--- src/rtl/dram_seq_pkg.sv ---
package dram_seq_pkg;

  typedef enum logic [3:0] {
    S_PAUSE, S_IDLE, S_GRANT, S_CSU, S_RASLO, S_PRE, S_SRHOLD, S_SRWAIT, S_SREXIT
  } seq_st_t;

  // value loaded into a dwell counter so that a state lasts n cycles
  function automatic int unsigned dwell_load(input int unsigned n);
    return (n == 0) ? 0 : n - 1;
  endfunction

  function automatic int unsigned umax(input int unsigned a, input int unsigned b);
    return (a > b) ? a : b;
  endfunction

endpackage

--- src/rtl/dram_seq_timer.sv ---
module dram_seq_timer #(
  parameter int unsigned TW      = 16,
  parameter int unsigned RST_VAL = 0
) (
  input  logic          clk,
  input  logic          rst_n,
  input  logic          load,
  input  logic [TW-1:0] load_val,
  output logic          expired
);
  logic [TW-1:0] cnt;

  always_ff @(posedge clk) begin
    if (!rst_n)             cnt <= TW'(RST_VAL);
    else if (load)          cnt <= load_val;
    else if (cnt != '0)     cnt <= cnt - 1'b1;
  end

  assign expired = (cnt == '0);
endmodule

--- src/rtl/dram_seq_age.sv ---
module dram_seq_age #(
  parameter int unsigned REF_INT_CYC = 1950,
  parameter int unsigned LAPSE_CYC   = 3900
) (
  input  logic clk,
  input  logic rst_n,
  input  logic clr,
  output logic ref_due,
  output logic lapsed
);
  localparam int unsigned AW = $clog2(LAPSE_CYC + 1);
  logic [AW-1:0] age;

  always_ff @(posedge clk) begin
    if (!rst_n || clr)                  age <= '0;
    else if (age != AW'(LAPSE_CYC))     age <= age + 1'b1;
  end

  assign ref_due = (age >= AW'(REF_INT_CYC));
  assign lapsed  = (age == AW'(LAPSE_CYC));
endmodule

--- src/rtl/dram_refresh_seq.sv ---
module dram_refresh_seq
  import dram_seq_pkg::*;
#(
  parameter int unsigned PAUSE_CYC   = 25000,
  parameter int unsigned WAKE_CNT    = 8,
  parameter int unsigned CSU_CYC     = 2,
  parameter int unsigned RAS_CYC     = 6,
  parameter int unsigned PRE_CYC     = 5,
  parameter int unsigned SR_HOLD_CYC = 13000,
  parameter int unsigned SR_EXIT_CYC = 15,
  parameter int unsigned ROWS        = 1024,
  parameter int unsigned REF_INT_CYC = 1950,
  parameter int unsigned LAPSE_CYC   = 3900
) (
  input  logic clk,
  input  logic rst_n,
  input  logic acc_req,
  input  logic acc_done,
  input  logic sr_req,
  output logic acc_gnt,
  output logic ready,
  output logic in_selfref,
  output logic ras_n,
  output logic cas_n,
  output logic we_n
);
  localparam int unsigned L_PAUSE = dwell_load(PAUSE_CYC);
  localparam int unsigned L_CSU   = dwell_load(CSU_CYC);
  localparam int unsigned L_RAS   = dwell_load(RAS_CYC);
  localparam int unsigned L_PRE   = dwell_load(PRE_CYC);
  localparam int unsigned L_HOLD  = dwell_load(SR_HOLD_CYC);
  localparam int unsigned L_EXIT  = dwell_load(umax(SR_EXIT_CYC, PRE_CYC));
  localparam int unsigned TMAX    = umax(umax(L_PAUSE, L_HOLD), umax(umax(L_CSU, L_RAS), umax(L_PRE, L_EXIT)));
  localparam int unsigned TW      = $clog2(TMAX + 2);
  localparam int unsigned BW      = $clog2(umax(ROWS + 1, WAKE_CNT) + 1);

  seq_st_t       st, st_nx;
  logic [BW-1:0] burst, burst_nx;
  logic          woke, woke_nx, sr_arm, arm_nx;
  logic          ld, expired, ref_due, lapsed;
  logic [TW-1:0] ld_val;

  // named internal events
  logic cbr_start, burst_last, sr_parked, age_clr;
  assign cbr_start  = (st == S_IDLE) && (burst != '0);
  assign burst_last = (burst == BW'(1));
  assign sr_parked  = (st == S_SRHOLD) || (st == S_SRWAIT);
  assign age_clr    = cbr_start || sr_parked || (st == S_SREXIT) || (st == S_PAUSE);

  dram_seq_timer #(.TW(TW), .RST_VAL(L_PAUSE)) u_dwell (
    .clk(clk), .rst_n(rst_n), .load(ld), .load_val(ld_val), .expired(expired)
  );

  dram_seq_age #(.REF_INT_CYC(REF_INT_CYC), .LAPSE_CYC(LAPSE_CYC)) u_age (
    .clk(clk), .rst_n(rst_n), .clr(age_clr), .ref_due(ref_due), .lapsed(lapsed)
  );

  always_comb begin
    st_nx    = st;
    ld       = 1'b0;
    ld_val   = '0;
    burst_nx = burst;
    woke_nx  = woke;
    arm_nx   = sr_arm;
    unique case (st)
      S_PAUSE: if (expired) st_nx = S_IDLE;
      S_IDLE: begin
        if (cbr_start) begin
          st_nx = S_CSU; ld = 1'b1; ld_val = TW'(L_CSU);
        end else if (lapsed) begin
          woke_nx = 1'b0; burst_nx = BW'(WAKE_CNT);
        end else if (ref_due) begin
          burst_nx = BW'(1);
        end else if (woke && sr_req) begin
          burst_nx = BW'(ROWS + 1); arm_nx = 1'b1;
        end else if (woke && acc_req) begin
          st_nx = S_GRANT;
        end
      end
      S_GRANT: if (acc_done) st_nx = S_IDLE;
      S_CSU: if (expired) begin
        st_nx = S_RASLO; ld = 1'b1; ld_val = TW'(L_RAS);
      end
      S_RASLO: if (expired) begin
        if (sr_arm && burst_last) begin
          st_nx = S_SRHOLD; ld = 1'b1; ld_val = TW'(L_HOLD); burst_nx = '0;
        end else begin
          st_nx = S_PRE; ld = 1'b1; ld_val = TW'(L_PRE);
        end
      end
      S_PRE: if (expired) begin
        st_nx    = S_IDLE;
        burst_nx = burst - 1'b1;
        if (burst_last) woke_nx = 1'b1;
      end
      S_SRHOLD: if (expired) st_nx = S_SRWAIT;
      S_SRWAIT: if (!sr_req) begin
        st_nx = S_SREXIT; ld = 1'b1; ld_val = TW'(L_EXIT);
      end
      S_SREXIT: if (expired) begin
        st_nx = S_IDLE; burst_nx = BW'(ROWS); arm_nx = 1'b0;
      end
      default: st_nx = S_IDLE;
    endcase
  end

  always_ff @(posedge clk) begin
    if (!rst_n) begin
      st     <= S_PAUSE;
      burst  <= BW'(WAKE_CNT);
      woke   <= 1'b0;
      sr_arm <= 1'b0;
    end else begin
      st     <= st_nx;
      burst  <= burst_nx;
      woke   <= woke_nx;
      sr_arm <= arm_nx;
    end
  end

  always_comb begin
    ras_n      = !((st == S_RASLO) || sr_parked);
    cas_n      = !((st == S_CSU) || (st == S_RASLO) || sr_parked);
    we_n       = 1'b1;
    acc_gnt    = (st == S_GRANT);
    ready      = woke;
    in_selfref = sr_parked;
  end
endmodule

--- config.mk ---
export PLATFORM = sky130hd
export DESIGN_NAME = dram_refresh_seq
export DESIGN_NICKNAME = d
export VERILOG_FILES = /design/src/rtl/dram_seq_pkg.sv /design/src/rtl/dram_seq_timer.sv /design/src/rtl/dram_seq_age.sv /design/src/rtl/dram_refresh_seq.sv
export SDC_FILE = /design/constraint.sdc
export NUM_CORES = 1
export LEC_CHECK = 0
export ABC_AREA = 1
export ABC_CLOCK_PERIOD_IN_PS = 1550
export CORE_ASPECT_RATIO = 1.25
export CORE_MARGIN = 10
export CORE_UTILIZATION = 45
export CTS_BUF_LIST = sky130_fd_sc_hd__clkbuf_16
export DETAILED_ROUTE_END_ITERATION = 10
export PLACE_DENSITY = 0.64
export SETUP_SLACK_MARGIN = 0.4
export SYNTH_ARGS = -nofsm -noshare
export SYNTH_HDL_FRONTEND = slang
export SYNTH_SLANG_ARGS = --single-unit
--- constraint.sdc ---
create_clock -name clk -period 1.55 [get_ports clk]
set_clock_uncertainty 0.05 [all_clocks]
set_input_delay 0.2325 -clock clk [delete_from_list [all_inputs] [get_ports clk]]
set_output_delay 0.2325 -clock clk [all_outputs]
set_load 0.02 [all_outputs]
* Yosys cells after proc, flatten, opt, wreduce, memory -nomap -nowiden
Cells that the tools add are included.
** Word-level totals
- Output and inout port bits :: 6
- Flip-flop bits (word level) :: 44
- Word-level logic and storage cells :: 115
- Input port bits :: 5
** Cells by class
- Equality and inequality tests :: 31
- Order comparisons :: 1
- Muxes and demuxes :: 45
- Reductions and logical operators :: 29
- Add/sub/neg operators :: 3
** Operator list (count)
- 11-bit two-way mux :: 8
- 14-bit case mux with 4 select lines :: 1
- 4-bit two-way mux :: 12
- 11-bit case mux with 4 select lines :: 1
- 15-bit two-way mux :: 2
- 14-bit two-way mux :: 2
- 4-bit case mux with 7 select lines :: 1
- 2-bit != test (second input constant) :: 13
- 4-bit by 3-bit equality test with 1-bit output (second input constant) :: 4
- 15-bit logical NOT :: 1
- 15-bit nonzero test :: 1
- 15-bit by 1-bit subtractor with 15-bit output (second input constant) :: 1
- 1-bit two-way mux :: 13
- 12-bit by 1-bit adder with 12-bit output (second input constant) :: 1
- 12-bit equality test (second input constant) :: 1
- 12-bit by 11-bit >= comparator with 1-bit output (second input constant) :: 1
- 12-bit != test (second input constant) :: 1
- 11-bit by 1-bit equality test with 1-bit output (second input constant) :: 1
- 11-bit nonzero test :: 1
- 11-bit by 1-bit subtractor with 11-bit output (second input constant) :: 1
- 10-bit AND reduction :: 1
- 3-bit != test (second input constant) :: 3
- 4-bit by 2-bit equality test with 1-bit output (second input constant) :: 2
- 1-bit logical OR :: 8
- other kinds (19) :: 28

* Longest topological paths before layout
- Depth after elaboration :: 7
- Depth in mapped cells :: 12

* Hierarchy
A second synthesis with hierarchy kept.
** Unflattened totals
- Cells, all modules :: 493
- Area total of the unflattened synthesis :: 3118.0 µm²
** Modules (own cells, without submodules)
- dram_refresh_seq :: area an instance 1466.4 µm², cells each 246, instances 1
- dram_seq_timer :: area an instance 920.9 µm², cells each 136, instances 1
- dram_seq_age :: area an instance 730.7 µm², cells each 111, instances 1

* Worst setup path after synthesis
Ideal clock, no wire load.
- Kind :: register to register
- From :: register u_dwell.cnt[0]
- To :: register u_dwell.cnt[12]
- Required time :: 1.386 ns
- Buffers on the path :: 0
- Library setup time :: 0.114 ns
- Cell stages (with the launch flop) :: 12
- Period minus slack after synthesis :: 1.684 ns
- Slack :: -0.134 ns
- Arrival :: 1.521 ns
- Cell sequence :: dfxtp_1 inv_1 ha_1 nand2_1 nor2_1 nand3_1 inv_1 nand2_1 nand3_1 nand2_1 nand3_1 nor2_1
** On the way
- Longest elaborated chain between the ends :: 4
** Ends and longest elaborated chain
- from (decl) :: line dram_seq_timer.sv:11 : logic [TW-1:0] cnt;
- from (signal assigned) :: line dram_seq_timer.sv:14 : if (!rst_n) cnt <= TW'(RST_VAL);
- from (signal assigned) :: line dram_seq_timer.sv:15 : else if (load) cnt <= load_val;
- from (signal assigned) :: line dram_seq_timer.sv:16 : else if (cnt != '0) cnt <= cnt - 1'b1;
- branches (longest 4 deep; another with 15-bit by 1-bit subtractor with 15-bit output)
Parallel ways; which one is timed is not known. The select of a mux whose other input is x is not followed.
A chain may end at the register's enable or synchronous reset.

* Worst setup path in the final report
- From :: register u_age.age[7]
- To :: register burst[7]
** On the way
- Longest elaborated chain between the ends :: 5
** Ends and longest elaborated chain
- from (decl) :: line dram_seq_age.sv:12 : logic [AW-1:0] age;
- from (signal assigned) :: line dram_seq_age.sv:16 : else if (age != AW'(LAPSE_CYC)) age <= age + 1'b1;
- 12-bit by 11-bit >= comparator with 1-bit output :: line dram_seq_age.sv:19 : assign ref_due = (age >= AW'(REF_INT_CYC));
- 11-bit two-way mux :: line dram_refresh_seq.sv:72 : end else if (ref_due) begin
- 11-bit two-way mux :: line dram_refresh_seq.sv:70 : end else if (lapsed) begin
- 11-bit two-way mux :: line dram_refresh_seq.sv:68 : if (cbr_start) begin
- 11-bit case mux with 4 select lines :: line dram_refresh_seq.sv:65 : unique case (st)
- to (signal assigned) :: line dram_refresh_seq.sv:110 : burst <= BW'(WAKE_CNT);
- to (signal assigned) :: line dram_refresh_seq.sv:115 : burst <= burst_nx;
- to (decl) :: line dram_refresh_seq.sv:38 : logic [BW-1:0] burst, burst_nx;
Parallel ways exist; a longest one is shown, timed or not. The select of a mux whose other input is x is not followed.

==> impl_metrics.env <==
export IMPL_status="complete, but fails checks"
export IMPL_violations="setup timing"
export IMPL_min_period_ps=1800
export IMPL_gp_congestion=0.897
export IMPL_ys_seq_area_frac=0.321
export IMPL_coreArea_um2=5860
export IMPL_cpMostUsedCell="nand2_2"
export IMPL_netlist_area_um2=2750
export IMPL_fin_ws_ps=-252
export IMPL_synth_edf_count=0
export IMPL_postSynthCellCount=422
export IMPL_grt_pass1_wl_mm=15.3
export IMPL_hold_viol=0
export IMPL_powerDensity_nw_per_um2=1130
export IMPL_nets=575
export IMPL_synth_seq_cells=44
export IMPL_num_io_pins=11
export IMPL_via_per_inst=5.70
export IMPL_avgSynthCellArea_um2=6.51
export IMPL_rr_worst_depth=8
export IMPL_cp_num_buf_inv=1
export IMPL_antenna_found_initial=0
export IMPL_synth_mux_area_frac=0
export IMPL_synth_compound_area_share=0.106
export IMPL_critPathMaxStageDelay_ps=360
export IMPL_placed_area_um2=3750
export IMPL_ant_nets=0
export IMPL_dieArea_um2=9650
export IMPL_vias=3682
export IMPL_synth_xor_area_frac=0.0542
export IMPL_synthAdderAreaFrac=0.0319
export IMPL_routedWlPerCell_um=18.5
export IMPL_hold_path_startpoint="ready"
export IMPL_numCtsBuffers=5
export IMPL_p_sw_mw=2.33
export IMPL_switching_share=0.412
export IMPL_row_count=31
export IMPL_clk_pin_slew_worst_paths_ps=70
export IMPL_syn_nets=434
export IMPL_cts_tree="done"
export IMPL_clkLatencyLatePin_ps=300
export IMPL_clk_path_buf_depth=2
export IMPL_die_x_um=89.9
export IMPL_report_final_setup_viol=35
export IMPL_startpoint_type="flip-flop"
export IMPL_cp_required_ps=1720
export IMPL_regToRegSetupSlack_ps=-250
export IMPL_p_leak_nw=2.04
export IMPL_finalMaxSlewViolations=0
export IMPL_slowest_stage="dfxtp_1"
export IMPL_cts_hold_buf=0
export IMPL_hold_class="reg -> reg"
export IMPL_cts_htree_levels=2
export IMPL_ys_types=37
export IMPL_synth_top_family_by_area="simple AND/OR/NAND/NOR gates"
export IMPL_p_int_mw=3.33
export IMPL_vdd_ir_drop_worst_uv=672
export IMPL_grt_max_degree=19
export IMPL_crit_family="simple AND/OR/NAND/NOR gates"
export IMPL_clock_power_share=0.221
export IMPL_dr_pass1_iters=7
export IMPL_grt_remaining_overflow=0
export IMPL_synth_simple_area_share=0.407
export IMPL_reg2reg_to="burst[7]"
export IMPL_r2r_start="u_age.age[7]"
export IMPL_yosysWarnings=0
export IMPL_holdPathEnd="ready"
export IMPL_start_util=0.469
export IMPL_drt_total_wl_mm=12.0
export IMPL_grt_pass1_vias=3355
export IMPL_top_layer_used="met4"
export IMPL_wl_met1_mm=4.11
export IMPL_wl_met3_um=628
export IMPL_async_flop_share=0
export IMPL_critPathKind="reg -> reg"
export IMPL_route_met2_wl_mm=6.30
export IMPL_synth_flop_cell="dfxtp_1"
export IMPL_cap_violations=0
export IMPL_end_kind="flip-flop"
export IMPL_power_frac_seq=0.259
export IMPL_post_route_period_util=1.16
export IMPL_drt_iter0_drc=326
export IMPL_path_cells="inv_1 -> nor3_4 -> nand2_2 -> nand2_2 -> nor2_1 -> nor2_4 -> nand3_1 -> a21oi_1"
export IMPL_rsz0062_at_grt="true"
export IMPL_cts_sinks=44
export IMPL_drc=0
export IMPL_insertedDiodeCount=0
export IMPL_design_area_um2=5030
export IMPL_min_path_cells=2
export IMPL_worstPathArrival_ps=1970
export IMPL_die_h_um=107
export IMPL_fillerInstances=276
export IMPL_final_layout_size_suffix_gt1_frac=0.587
export IMPL_combPwrFrac=0.520
export IMPL_area_growth_pct=83.2
export IMPL_clockRootBuffer="clkbuf_16"
export IMPL_clock_fmax_mhz=555
export IMPL_track_usage=0.191
export IMPL_cp_max_fo=8
export IMPL_tns_ps=-3620
export IMPL_dpl_hpwl_mm=6.21
export IMPL_hold_worst_slack_ps=454
export IMPL_port_buffers=9
==> cell usage in the layout, fill, tap and decap left out, types with 12 or more instances in the layout <==
cell type    n
nand3_2     15
dfxtp_1     26
buf_6       22
buf_4      110
inv_1       26
nand2_2     29
nand2_1     55
nor2_4      25
nor2_1      39
nand3_1     20
nand2_4     12
a21oi_2     14
inv_2       12
==> layer usage <==
metal | vias up | global-route usage
li1 | 1659 | -
met1 | 1741 | 0.185
met2 | 204 | 0.367
met3 | 78 | 0.0335
met4 | 0 | 0.120
met5 | - | 0
==> cell type report <==
type	instances	area, um^2	area share
well taps	82	103	0.0204
repair buffers	138	1150	0.229
multi-input cells	326	2480	0.493
clock inverters	3	42.5	0.00845
flip-flops and latches	44	921	0.183
inverters	48	206	0.0410
clock buffers	5	125	0.0249
==> kinds of logic (layout without fill, tap and decap cells) <==
family,count (synthesis),after routing
flops,44,44
simple gates,246,248
xor+xnor,17,17
compound gates,53,53
other cells,1,1
fa+ha+maj,7,7
buf+inv,54,194
==> Yosys cell counts (2+ instances only) <==
library cell,count,area (um^2)
nand2_2,2,12.5
nand4_1,10,62.6
xnor2_1,7,61.3
dfxtp_1,44,881
inv_2,3,11.3
a21oi_2,2,17.5
buf_2,2,10.0
nor2_1,70,263
nor2_2,3,18.8
a21oi_1,25,125
o31ai_1,4,30.0
nand2_4,4,45.0
or2_2,3,18.8
nor3_1,11,55.1
o21ai_1,2,10.0
nand2_1,91,342
o21ai_0,16,80.1
nand3_1,43,215
nor3b_1,3,22.5
xor2_1,10,87.6
ha_1,7,87.6
clkbuf_1,2,7.51
inv_1,44,165
==> sequential cells by signal (all words and copies together) (netlist names) <==
name and count:
burst 11, u_age.age 12, st 4, sr_arm 1
u_dwell.cnt 15, ready 1
==> per-stage QoR <==
stage	std cells	utilization	setup slack, ps	power (mW)
3_5_place_dp	596	0.640	-139	3.59
5_1_grt	646	0.859	-329	5.89
6_report	646	0.859	-252	5.67
3_3_place_gp	596	0.640	-123	3.53
2_1_floorplan	422	-	30.5	2.76
4_1_cts	629	0.762	-117	5.18
==> worst register-to-register path, delay by kind of cell, from the launching register on <==
| family | cells | cell delay, ps |
|---|---|---|
| AO/OA/AOI/OAI | 1 | 160 |
| AND/OR/NAND/NOR | 6 | 1030 |
| flip-flops | 1 | 360 |
| buffers and inverters | 1 | 120 |
==> what timing repair did <==
item / CTS / global route
setup buffers: 22 / 17
endpoints found under the setup margin: 49 / 48
pin swaps: 36 / 56
cloned: 3 / 0
hold endpoints to repair: 0 / 0
gates resized for setup: 126 / 117
==> power groups by stage <==
stage                     combinational [mW]  sequential, mW  clock [mW]
after detailed placement                2.14            1.44           0
after global routing                    3.12            1.48        1.29
after floorplan                         1.32            1.44           0
final                                   2.95            1.47        1.25
after global placement                  2.09            1.44           0
after CTS                               2.49            1.45        1.25
==> how the worst max path moves through the flow <==
stage / startpoint / endpoint / slack, ps / depth (start not counted)
6_report: u_age.age[7] / burst[7] / -250 / 8
5_1_grt: u_age.age[8] / burst[7] / -330 / 8
4_1_cts: u_dwell.cnt[0] / u_dwell.cnt[12] / -120 / 9
3_5_place_dp: burst[1] / u_dwell.cnt[2] / -140 / 9
3_3_place_gp: burst[3] / u_dwell.cnt[2] / -120 / 8
2_1_floorplan: burst[1] / burst[10] / 30 / 12
No activity file was read; power rests on OpenSTA's default activity.
